--- src/rtl/ir_tx_pkg.sv ---
package ir_tx_pkg;

    // Width of every tick counter; large enough for 134 units of 29 ticks.
    localparam int TICK_W = 16;
    typedef logic [TICK_W-1:0] tick_cnt_t;

    typedef enum logic [1:0] {
        SYM_START = 2'd0,
        SYM_DATA  = 2'd1,
        SYM_GAP   = 2'd2
    } sym_kind_e;

    typedef struct packed {
        tick_cnt_t dark;   // ticks with the carrier gated off
        tick_cnt_t total;  // full symbol length in ticks
    } sym_shape_t;

    // Shape of one symbol, in ticks, from its kind and data bit.
    function automatic sym_shape_t shape_of(sym_kind_e kind, logic bit_val,
                                            int unsigned unit,
                                            int unsigned gap_units);
        sym_shape_t s;
        case (kind)
            SYM_START: begin
                s.dark  = tick_cnt_t'(1);
                s.total = tick_cnt_t'(3 * unit);
            end
            SYM_DATA: begin
                s.dark  = bit_val ? tick_cnt_t'(2 * unit) : tick_cnt_t'(unit);
                s.total = bit_val ? tick_cnt_t'(3 * unit) : tick_cnt_t'(2 * unit);
            end
            default: begin
                s.dark  = tick_cnt_t'(gap_units * unit);
                s.total = tick_cnt_t'(gap_units * unit);
            end
        endcase
        return s;
    endfunction

endpackage

--- src/rtl/ir_carrier_gen.sv ---
module ir_carrier_gen #(
    parameter int CARRIER_CLKS = 112
) (
    input  logic                           clk,
    input  logic                           rst,
    input  logic                           restart,
    input  logic                           run,
    output logic [$clog2(CARRIER_CLKS)-1:0] cnt,
    output logic                           tick_end,
    output logic                           phase_high
);
    localparam int CW = $clog2(CARRIER_CLKS);
    localparam logic [CW-1:0] LAST_C = CW'(CARRIER_CLKS - 1);
    localparam logic [CW-1:0] HALF_C = CW'(CARRIER_CLKS / 2);

    always_ff @(posedge clk) begin
        if (rst || restart) begin
            cnt <= '0;
        end else if (run) begin
            cnt <= (cnt == LAST_C) ? '0 : cnt + 1'b1;
        end
    end

    assign tick_end   = run && (cnt == LAST_C);
    assign phase_high = cnt < HALF_C;

endmodule

--- src/rtl/ir_symbol_seq.sv ---
module ir_symbol_seq
    import ir_tx_pkg::*;
#(
    parameter int CODE_W = 16,
    parameter int FRAMES = 2
) (
    input  logic              clk,
    input  logic              rst,
    input  logic              load,
    input  logic [CODE_W-1:0] code_in,
    input  logic              sym_done,
    output logic [CODE_W-1:0] code_q,
    output sym_kind_e         kind,
    output logic              data_bit,
    output logic              last_sym
);
    localparam int SYMS = CODE_W + 2;
    localparam int SW   = $clog2(SYMS + 1);
    localparam int FW   = $clog2(FRAMES + 1);
    localparam logic [SW-1:0] SYM_LAST_C   = SW'(SYMS - 1);
    localparam logic [FW-1:0] FRAME_LAST_C = FW'(FRAMES - 1);

    logic [SW-1:0] sym_q;
    logic [FW-1:0] frame_q;

    always_ff @(posedge clk) begin
        if (rst) begin
            code_q  <= '0;
            sym_q   <= '0;
            frame_q <= '0;
        end else if (load) begin
            code_q  <= code_in;
            sym_q   <= '0;
            frame_q <= '0;
        end else if (sym_done) begin
            if (sym_q == SYM_LAST_C) begin
                sym_q   <= '0;
                frame_q <= frame_q + 1'b1;
            end else begin
                sym_q <= sym_q + 1'b1;
            end
        end
    end

    always_comb begin
        if (sym_q == '0)              kind = SYM_START;
        else if (sym_q == SYM_LAST_C) kind = SYM_GAP;
        else                          kind = SYM_DATA;
    end

    // Symbol 1 carries the top bit, symbol CODE_W carries bit 0.
    always_comb begin
        data_bit = 1'b0;
        for (int i = 0; i < CODE_W; i++) begin
            if (sym_q == SW'(i + 1)) data_bit = code_q[CODE_W-1-i];
        end
    end

    assign last_sym = (sym_q == SYM_LAST_C) && (frame_q == FRAME_LAST_C);

endmodule

--- src/rtl/ir_envelope_timer.sv ---
module ir_envelope_timer
    import ir_tx_pkg::*;
#(
    parameter int UNIT_TICKS = 29,
    parameter int GAP_UNITS  = 134
) (
    input  logic      clk,
    input  logic      rst,
    input  logic      load,
    input  logic      tick_end,
    input  sym_kind_e kind,
    input  logic      data_bit,
    output logic      env_on,
    output logic      sym_done
);
    sym_shape_t shape;
    tick_cnt_t  tick_q;

    assign shape    = shape_of(kind, data_bit, UNIT_TICKS, GAP_UNITS);
    assign sym_done = tick_end && (tick_q == shape.total - 1'b1);
    assign env_on   = tick_q >= shape.dark;

    always_ff @(posedge clk) begin
        if (rst || load || sym_done) begin
            tick_q <= '0;
        end else if (tick_end) begin
            tick_q <= tick_q + 1'b1;
        end
    end

endmodule

--- src/rtl/ir_frame_tx.sv ---
module ir_frame_tx
    import ir_tx_pkg::*;
#(
    parameter int CARRIER_CLKS = 112,
    parameter int UNIT_TICKS   = 29,
    parameter int GAP_UNITS    = 134,
    parameter int FRAMES       = 2,
    parameter int CODE_W       = 16
) (
    input  logic              clk,
    input  logic              rst,
    input  logic              start,
    input  logic [CODE_W-1:0] code,
    output logic              ir_out,
    output logic              busy,
    output logic              hw_en
);
    localparam int CW = $clog2(CARRIER_CLKS);

    logic              accept;
    logic              tick_end;
    logic              phase_high;
    logic [CW-1:0]     carrier_cnt;
    logic [CODE_W-1:0] code_q;
    sym_kind_e         cur_kind;
    logic              data_bit;
    logic              last_sym;
    logic              env_on;
    logic              sym_done;
    logic              burst_end;

    assign accept    = start && !busy;
    assign burst_end = busy && sym_done && last_sym;

    ir_carrier_gen #(
        .CARRIER_CLKS(CARRIER_CLKS)
    ) u_carrier (
        .clk       (clk),
        .rst       (rst),
        .restart   (accept),
        .run       (busy),
        .cnt       (carrier_cnt),
        .tick_end  (tick_end),
        .phase_high(phase_high)
    );

    ir_symbol_seq #(
        .CODE_W(CODE_W),
        .FRAMES(FRAMES)
    ) u_seq (
        .clk     (clk),
        .rst     (rst),
        .load    (accept),
        .code_in (code),
        .sym_done(sym_done),
        .code_q  (code_q),
        .kind    (cur_kind),
        .data_bit(data_bit),
        .last_sym(last_sym)
    );

    ir_envelope_timer #(
        .UNIT_TICKS(UNIT_TICKS),
        .GAP_UNITS (GAP_UNITS)
    ) u_env (
        .clk     (clk),
        .rst     (rst),
        .load    (accept),
        .tick_end(tick_end),
        .kind    (cur_kind),
        .data_bit(data_bit),
        .env_on  (env_on),
        .sym_done(sym_done)
    );

    always_ff @(posedge clk) begin
        if (rst) begin
            busy  <= 1'b0;
            hw_en <= 1'b0;
        end else if (accept) begin
            busy  <= 1'b1;
            hw_en <= 1'b1;
        end else if (burst_end) begin
            busy  <= 1'b0;
            hw_en <= 1'b0;
        end
    end

    assign ir_out = busy && env_on && phase_high;

endmodule

--- config.mk ---
export PLATFORM = sky130hd
export DESIGN_NAME = ir_frame_tx
export DESIGN_NICKNAME = d
export VERILOG_FILES = /design/src/rtl/ir_tx_pkg.sv /design/src/rtl/ir_carrier_gen.sv /design/src/rtl/ir_symbol_seq.sv /design/src/rtl/ir_envelope_timer.sv /design/src/rtl/ir_frame_tx.sv
export SDC_FILE = /design/constraint.sdc
export NUM_CORES = 1
export LEC_CHECK = 0
export ABC_AREA = 1
export BUFFER_PORTS_ARGS = -buffer_cell sky130_fd_sc_hd__buf_2
export CORE_ASPECT_RATIO = 1.25
export CORE_MARGIN = 3
export CORE_UTILIZATION = 60
export CTS_CLUSTER_DIAMETER = 200
export DETAILED_ROUTE_END_ITERATION = 8
export PLACE_DENSITY = 0.8
export SLEW_MARGIN = 20
export SYNTH_ARGS = -nofsm -noshare
export SYNTH_HDL_FRONTEND = slang
export SYNTH_SLANG_ARGS = --single-unit
--- constraint.sdc ---
create_clock -name clk -period 4.7 [get_ports clk]
set_clock_uncertainty 0.05 [all_clocks]
set_input_delay 1.41 -clock clk [delete_from_list [all_inputs] [get_ports clk]]
set_output_delay 1.41 -clock clk [all_outputs]
set_load 0.03 [all_outputs]
==> flow_summary.toml, run 1 <==
[outcome]
status = "complete, but fails checks"
violations = "negative setup slack"

[sta]
tightest_slew_ps = 458
fmax_mhz = 211
fin_tns_setup_ps = -38.6
maxSlewViolCount = 0
fin_ws_ps = -38.6
finalHoldViolCount = 0
fin_crit_sh_pct = 101
setup_viol = 1
rsz0062_at_grt = "yes"
fin_crit_ps = 4740
max-slew-margin-rel_pct = 68.7

[power_and_ir_drop]
p_seq_share_pct = 57.6
clkPwrFrac_pct = 35.4
p_switching_uw = 177
power_leakage_nw = 1.37
comb_power_share_pct = 7.0
p_int_uw = 549
p_total_uw = 726
ir_drop_uv = 239
p_sw_share_pct = 24.4
pwr_density_cell_nw_per_um2 = 228

[logic_synthesis]
yosysTopAreaCell = "dfxtp_1"
synth_edf_count = 0
ys_ff_latch = 47
yosysWarnings = 0
yosysTopAreaCellShare_pct = 33.5
yosysMostFrequentCell = "nand2_1"
synthCells = 394
syn-cell-area_um2 = 2810
synthTopCellsByArea = "dfxtp_1 33%, nand2_1 9.9%, ha_1 8.5%"
synthFlopType = "dfxtp_1"
syn_avg_cell_area_um2 = 7.13
synth_fp_nets = 432
synthDistinctLibCells = 40
ys_seq_area_share_pct = 33.5
ys_top_cells_by_count = "74 x nand2_1, 63 x nor2_1, 47 x dfxtp_1, 47 x inv_1"
synthArstFlopShare_pct = 0

[detailed_routing]
wl_um = 6120
final_antenna_net_count = 0
dr.first_iter.drc_count = 103
vias = 2630
drt-pass1-iter-count = 4
drcViolationCount = 0
viasPerCell = 5.45
avgRoutedWirePerCell_um = 12.7

[global_route]
grt_pass1_vias = 2428
grt_pass1_wl_um = 9880
grt_overflow = 0
grt_max_degree = 21
grt_usage_pct = 23.5
antenna_found_initial = 0

[clock_network]
clkLatencyLatePin_ps = 310
ctsHoldBuffers = 0
cts_made_buffers = 5
cts_tree = "built"
cts.clk_slew.worst_paths_ps = 90
cts_buffer_depth = 2
clkSinkCount = 47
cts_root_buf = "clkbuf_8"
htreeDepth = 2

[placement]
hpwlAfterDp_um = 4580
io_buffers = 21
routabilityCongestion = 0.944

[finish]
area_growth_syn_to_layout_pct = 13.4
insertedDiodeCount = 0
drive_above_1_share_pct = 20.5
final_nets = 462
fillers = 372

[setup_path]
crit_required_ps = 3240
crit_family = "simple AND/OR/NAND/NOR gates"
crit_fanout = 5
critPathMaxStageDelay_ps = 390
end_kind = "primary output"
slowest_stage = "dfxtp_4"
start_kind = "flip-flop"
crit_buf_inv = 4
worstPathArrival_ps = 3280
worst-setup-path-type = "flip-flop to primary output"
cp_common_cell = "nand2_1"

[die]
dieHeight_um = 82.5
rows = 27
ios = 22
initial_core_util_pct = 63.0
core_um2 = 4460
die_area_um2 = 5540
fp.dieW_um = 67.2

[worst_hold_path]
hold_path_class = "flip-flop to flip-flop"

[flow_run]
cap_violations = 0
## final timing paths
| kind | slack, ps | cells after the start | to | startpoint |
|---|---|---|---|---|
| worst max-delay path | -40 | 28 | ir_out | u_seq.sym_q[1] |
| worst min-delay path | 420 | 2 | u_seq.code_q[6] | u_seq.code_q[6] |
| worst max register to register | 1630 | 16 | u_seq.sym_q[1] | u_seq.sym_q[0] |
| worst min register to register | 420 | 2 | u_seq.code_q[6] | u_seq.code_q[6] |
## repair_timing
item                       in CTS  in global routing
resized for setup              12                  9
setup endpoints to repair       1                  1
buffers inserted                3                  4
pin swaps                       1                  3
## flip-flops by register name (all words and copies together) (netlist names)
register and flops:
hw_en 1, u_seq.frame_q 2, u_carrier.cnt 7, u_env.tick_q 16, u_seq.code_q 16, u_seq.sym_q 5
## logic make-up (layout without fill, tap and decap cells)
group                    after synthesis  count (layout)  share of synthesized area (%)
AND/OR/NAND/NOR                      211             211                           37.3
buffers and inverters                 62              93                           8.73
AO/OA/AOI/OAI                         47              47                           9.53
flip-flops                            47              47                           33.5
adder cells (fa/ha/maj)               19              19                           8.46
XOR/XNOR                               8               8                           2.49
## worst min-delay path: cells and delay by family (launching register included)
kind            cells  cell delay, ps
buf+inv             1              70
compound gates      1              60
flops               1             300
## stage by stage
step                      setup WS (ps)  hold slack, ps  instance area [µm²]  util [%]  cells
after floorplan                     487             379                 2810         -    394
after global placement              283             398                 2970      66.5    468
after detailed placement            158             403                 2970      66.5    468
after CTS                          5.19             416                 3120      70.0    479
after global routing               -406             446                 3190      71.4    483
final                             -38.6             417                 3190      71.4    483
## power by group through the flow
stage	logic [mW]	registers [mW]	clock network (mW)
3_3_place_gp	0.0497	0.429	0
2_1_floorplan	0.0353	0.427	0
5_1_grt	0.0593	0.420	0.279
3_5_place_dp	0.0514	0.429	0
4_1_cts	0.0515	0.419	0.265
6_report	0.0508	0.418	0.257
## layout by cell type (no fill, tap or decap), types with 2 or more instances in the layout
cell and n:
nor2_4 7, nor3_2 4, dfxtp_4 2, dfxtp_1 45, nand3_2 2, xnor2_1 3, clkbuf_8 6, nor2_2 5
nand2_2 6, xor2_1 5, o21ai_0 20, nor2_1 63, o21ai_1 2, buf_2 20, o21bai_1 2, buf_4 10
inv_1 44, clkinvlp_4 2, nand4_1 7, nor4_1 3, ha_1 16, nand2_1 72, a31oi_1 3, nand3_1 21
nor3_1 7, ha_4 3, inv_2 8, nand2_4 2, a21oi_1 13, nor3b_1 6
## area by class of cell
class	instances	area [µm²]	share of cell area (%)
sequential	47	948	29.8
clock inverter	1	8.76	0.275
tap	58	72.6	2.28
clock buffer	7	86.3	2.71
multi-input combinational	285	1670	52.5
inverter	54	210	6.60
timing repair buffer	31	186	5.85
## layer usage
metal	GRT usage, %	wire length, µm
met1	22.7	2380
met2	45.6	3290
met3	4.06	234
met4	13.6	218
met5	0	0
Power figures use the tool's default switching activity.
==> run 2, diff against run 1 <==
--- a/config.mk
+++ b/config.mk
@@ -9,3 +9,3 @@
 export BUFFER_PORTS_ARGS = -buffer_cell sky130_fd_sc_hd__buf_2
-export CORE_ASPECT_RATIO = 1.25
+export CORE_ASPECT_RATIO = 0.5
 export CORE_MARGIN = 3
@@ -15,2 +15,3 @@
 export PLACE_DENSITY = 0.8
+export RECOVER_POWER = 50
 export SLEW_MARGIN = 20
==> constraint.sdc (replaced) <==
create_clock -name clk -period 4.7 [get_ports clk]
set_clock_uncertainty 0.05 [all_clocks]
set_input_delay 0.47 -clock clk [delete_from_list [all_inputs] [get_ports clk]]
set_output_delay 0.47 -clock clk [all_outputs]
set_load 0.03 [all_outputs]
==> run 2 against run 1 <==
Compared with the run above: the run now ends clean; power rose by 5.5%; maximum frequency grew 19%; clock power increased by 16%; cell count down 2.9%; count of clock-buffer cells in the layout shrank 2; sequential share of layout area grew 1.1 points; combinational power is 4.5% lower; first-iteration DRC count fell by 40%; via count shrank 5.5%; critical path depth increased by 1; sequential power barely moved; worst hold slack worse by 120 ps; critical endpoint unchanged; largest power group unchanged.
==> flow_summary.toml, run 2 (synthesized netlist as in run 1, its figures left out) <==
[placement]
io_buffers = 21
place_ws_ps = 1060
placed_cells = 461
routabilityCongestion = 0.933
hpwlAfterDp_um = 4590

[worst_hold_path]
hold_path_class = "input port to flip-flop"
hold_depth = 2
worstHoldStart = "rst"
worst_hold_path.endpoint = "hw_en"

[finish]
area_growth_syn_to_layout_pct = 8.55
instances_no_fill = 469
drive_above_1_share_pct = 15.4
fin_util_pct = 72.9
regArea_um2 = 941
largestRegisters = "u_env.tick_q: 16 flops, u_seq.code_q: 16 flops, u_carrier.cnt: 7 flops"
multi_input_area_um2 = 1620
final_common_cell = "nand2_1"
final_nets = 452
fillers = 356
insertedDiodeCount = 0
final_cell_mix = "74 x nand2_1, 63 x nor2_1, 47 x inv_1, 47 x dfxtp_1"

[power_and_ir_drop]
ir_drop_uv = 162
power_leakage_nw = 1.32
pwr_density_cell_nw_per_um2 = 251

[clock_network]
cts_made_buffers = 5
ctsHoldBuffers = 0
cts.clk_slew.worst_paths_ps = 90
clkLatencyLatePin_ps = 300
cts_setup_buffers = 0
cts_tree = "built"
htreeDepth = 2
clkSinkCount = 47
cts_resized = 0
cts_root_buf = "clkbuf_8"
cts_buffer_depth = 2

[global_route]
grt_pass1_wl_um = 10000
grt-busiest-layer = "met2"
met1_usage_pct = 27.3
antenna_found_initial = 0
use_met2_pct = 42.6
grt_max_degree = 21
grt_overflow = 0
use_met3_pct = 5.73
grt_usage_pct = 22.7
grt_pass1_vias = 2402

[setup_path]
crit_fanout = 7
rrSetupSlack_ps = 1470
crit_required_ps = 4180
worstPathArrival_ps = 3470
worst-setup-path-type = "flip-flop to primary output"
cp_common_cell = "nand2_1"
slowest_stage = "dfxtp_1"
end_kind = "primary output"
r2r_cells = 14
start_kind = "flip-flop"
reg2reg_to = "u_seq.sym_q[2]"
reg2reg_from = "u_seq.sym_q[0]"
critPathMaxStageDelay_ps = 430

[die]
die_area_um2 = 5590
rows = 16
dieHeight_um = 54.4
initial_core_util_pct = 67.1
core_um2 = 4180
ios = 22
fp.dieW_um = 103

[sta]
fin_crit_ps = 3990
fin_ws_ps = 705
setup_viol = 0
finalHoldViolCount = 0
fin_crit_sh_pct = 85.0
fmax_mhz = 250
fin_tns_setup_ps = 0
hold_ws_ps = 299
tightest_slew_ps = 790
max-slew-margin-rel_pct = 47.1
rsz0062_at_grt = "no"
maxSlewViolCount = 0

[detailed_routing]
dr.first_iter.drc_count = 62
final_antenna_net_count = 0
drcViolationCount = 0
wl_um = 5760
vias = 2486
drt-pass1-iter-count = 4
viasPerCell = 5.30
avgRoutedWirePerCell_um = 12.3

[flow_run]
cap_violations = 0

[outcome]
status = "complete, no violations"
## run 2: cell types whose count changed in the layout (fill, tap and decap cells not counted), sizes merged
cell	change
clkinvlp	-2
inv	+2
clkinv	+1
bufinv	+1
buf	-12
## run 2: through the flow
step	power, mW	instance area, µm²
6_report	0.766	3050
4_1_cts	0.769	3050
3_3_place_gp	0.475	2940
5_1_grt	0.800	3050
2_1_floorplan	0.463	2810
3_5_place_dp	0.477	2940
## run 2: worst max-delay path by stage
stage / start / to / depth (start not counted)
floorplan: u_seq.sym_q[0] / ir_out / 27
global placement: u_seq.sym_q[0] / ir_out / 28
detailed placement: u_seq.sym_q[0] / ir_out / 29
CTS: u_seq.sym_q[0] / ir_out / 29
global route: u_seq.sym_q[0] / ir_out / 29
finish: u_seq.sym_q[0] / ir_out / 29
## run 2: critical path, delay by kind of cell, from the launching register on
kind,cells,cell delay [ps]
AO/OA/AOI/OAI,5,610
flip-flops,1,430
buffers and inverters,5,520
adder cells (fa/ha/maj),2,540
AND/OR/NAND/NOR,17,1080
## run 2: cell type report
| cell class | count | area share (%) |
|---|---|---|
| inverter | 54 | 6.65 |
| tap | 54 | 2.22 |
| clock inverter | 3 | 1.44 |
| timing repair buffer | 21 | 3.36 |
| sequential | 47 | 30.9 |
| multi-input combinational | 285 | 53.2 |
| clock buffer | 5 | 2.26 |
## run 2: per-layer routing
metal	routed length, µm	up-vias
met5	0	-
met4	24	0
met3	265	4
met2	2740	44
met1	2730	1129
li1	-	1309
## run 2: power breakdown
part           total [mW]  switching, mW  internal [mW]
sequential          0.419        0.00834          0.411
clock               0.298          0.140          0.159
combinational      0.0485         0.0317         0.0167
total               0.766          0.180          0.586
==> run 3, diff against run 2 <==
- clock period: 4.7 -> 3.87 ns (I/O delays scaled with it)
==> run 3 against run 2 <==
Compared with the run above: worst setup slack worse by 630 ps; sequential power increased by 21%; via count grew 2.2%; combinational power up 23%; largest cell class unchanged.
==> flow_summary.toml, run 3 (synthesized netlist as in run 1, its figures left out) <==
[sta]
finalHoldViolCount = 0
rsz0062_at_grt = "yes"
tightest_slew_ps = 877
fin_tns_setup_ps = 0
fmax_mhz = 264
maxSlewViolCount = 0
max-slew-margin-rel_pct = 41.3
fin_crit_ps = 3790
fin_ws_ps = 79.9
fin_crit_sh_pct = 97.9
setup_viol = 0

[clock_network]
clkLatencyLatePin_ps = 300
cts_root_buf = "clkbuf_8"
cts_buffer_depth = 2
cts.clk_slew.worst_paths_ps = 80
htreeDepth = 2
clkSinkCount = 47
cts_made_buffers = 5
cts_tree = "built"
ctsHoldBuffers = 0

[placement]
routabilityCongestion = 0.930
io_buffers = 21
place_ws_ps = 323
hpwlAfterDp_um = 4440

[die]
fp.dieW_um = 103
ios = 22
die_area_um2 = 5590
core_um2 = 4180
dieHeight_um = 54.4
rows = 16
initial_core_util_pct = 67.1

[setup_path]
crit_buf_inv = 6
end_kind = "primary output"
start_kind = "flip-flop"
cp_common_cell = "nand2_1"
crit_family = "simple AND/OR/NAND/NOR gates"
slowest_stage = "dfxtp_4"
crit_required_ps = 3430
worst-setup-path-type = "flip-flop to primary output"
worstPathArrival_ps = 3350
crit_fanout = 5
critPathMaxStageDelay_ps = 390

[detailed_routing]
vias = 2541
drcViolationCount = 0
avgRoutedWirePerCell_um = 12.5
viasPerCell = 5.38
wl_um = 5910
final_antenna_net_count = 0
drt-pass1-iter-count = 4
dr.first_iter.drc_count = 94

[global_route]
antenna_found_initial = 0
grt_usage_pct = 22.3
grt_max_degree = 21
grt_overflow = 0
grt_pass1_vias = 2306
grt_pass1_wl_um = 9760

[worst_hold_path]
hold_path_class = "input port to flip-flop"

[finish]
regArea_um2 = 946
area_growth_syn_to_layout_pct = 12.7
final_common_cell = "nand2_1"
final_nets = 456
largestRegisters = "u_env.tick_q: 16 flops, u_seq.code_q: 16 flops, u_carrier.cnt: 7 flops"
multi_input_area_um2 = 1710
insertedDiodeCount = 0
final_cell_mix = "71 x nand2_1, 63 x nor2_1, 45 x dfxtp_1, 44 x inv_1, 21 x nand3_1"
fillers = 343
drive_above_1_share_pct = 19.6

[power_and_ir_drop]
power_leakage_nw = 1.35
ir_drop_uv = 191
pwr_density_cell_nw_per_um2 = 289

[outcome]
status = "complete, no violations"

[flow_run]
cap_violations = 0
## run 3: cell types whose count changed in the layout (fill, tap and decap cells not counted), sizes merged
| cell | previous run | this run |
|---|---|---|
| inv | 54 | 53 |
| buf | 19 | 24 |
| clkinv | 2 | 0 |
| clkinvlp | 0 | 1 |
## run 3: worst paths after layout
path	from	end	slack (ps)	cells past startpoint
worst max-delay path	u_seq.sym_q[0]	ir_out	80	28
worst min-delay path	rst	hw_en	210	2
worst max register to register	hw_en	u_seq.sym_q[1]	690	7
worst min register to register	u_seq.code_q[6]	u_seq.code_q[6]	410	2
## run 3: repair_timing
action | CTS | global route
endpoints found under the setup margin | 1 | 1
pin swaps | 0 | 10
setup buffers | 0 | 3
cloned | 0 | 0
gates resized for setup | 1 | 24
## run 3: final cells by class
type | instances | area share, %
Timing Repair Buffer | 25 | 4.35
Clock inverter | 1 | 0.949
Sequential cell | 47 | 29.9
Multi-Input combinational cell | 285 | 53.9
Clock buffer | 6 | 2.29
Inverter | 54 | 6.52
Tap cell | 54 | 2.13
## run 3: power by group
group | switching, mW | leakage (nW) | internal [mW]
Combinational | 0.0386 | 0.914 | 0.0211
Clock | 0.159 | 0.0513 | 0.189
Sequential | 0.00987 | 0.384 | 0.498
## run 3: per-layer routing
layer	track usage, %	vias up	share of wire, %	wire, µm
met5	0	-	0	0
met4	6.67	0	1.0	59
li1	-	1312	-	-
met1	27.5	1162	46	2730
met3	5.47	7	5.8	340
met2	39.4	60	47	2780
## run 3: worst reg2reg max path: stages (launching register included)
cell and delay [ps]:
dfxtp_1 500, inv_1 200, nand2_1 90, clkbuf_1 490
inv_1 390, nor2_1 760, nand2_4 290, o21ai_0 300
## run 3: metrics by stage
step	cells	util, %	instance area (µm²)	hold WS, ps	power [mW]
final	472	75.7	3170	210	0.916
after global placement	462	70.4	2950	403	0.578
after global routing	472	75.7	3170	210	0.957
after CTS	469	72.9	3050	202	0.925
after floorplan	394	-	2810	379	0.562
after detailed placement	462	70.4	2950	402	0.581
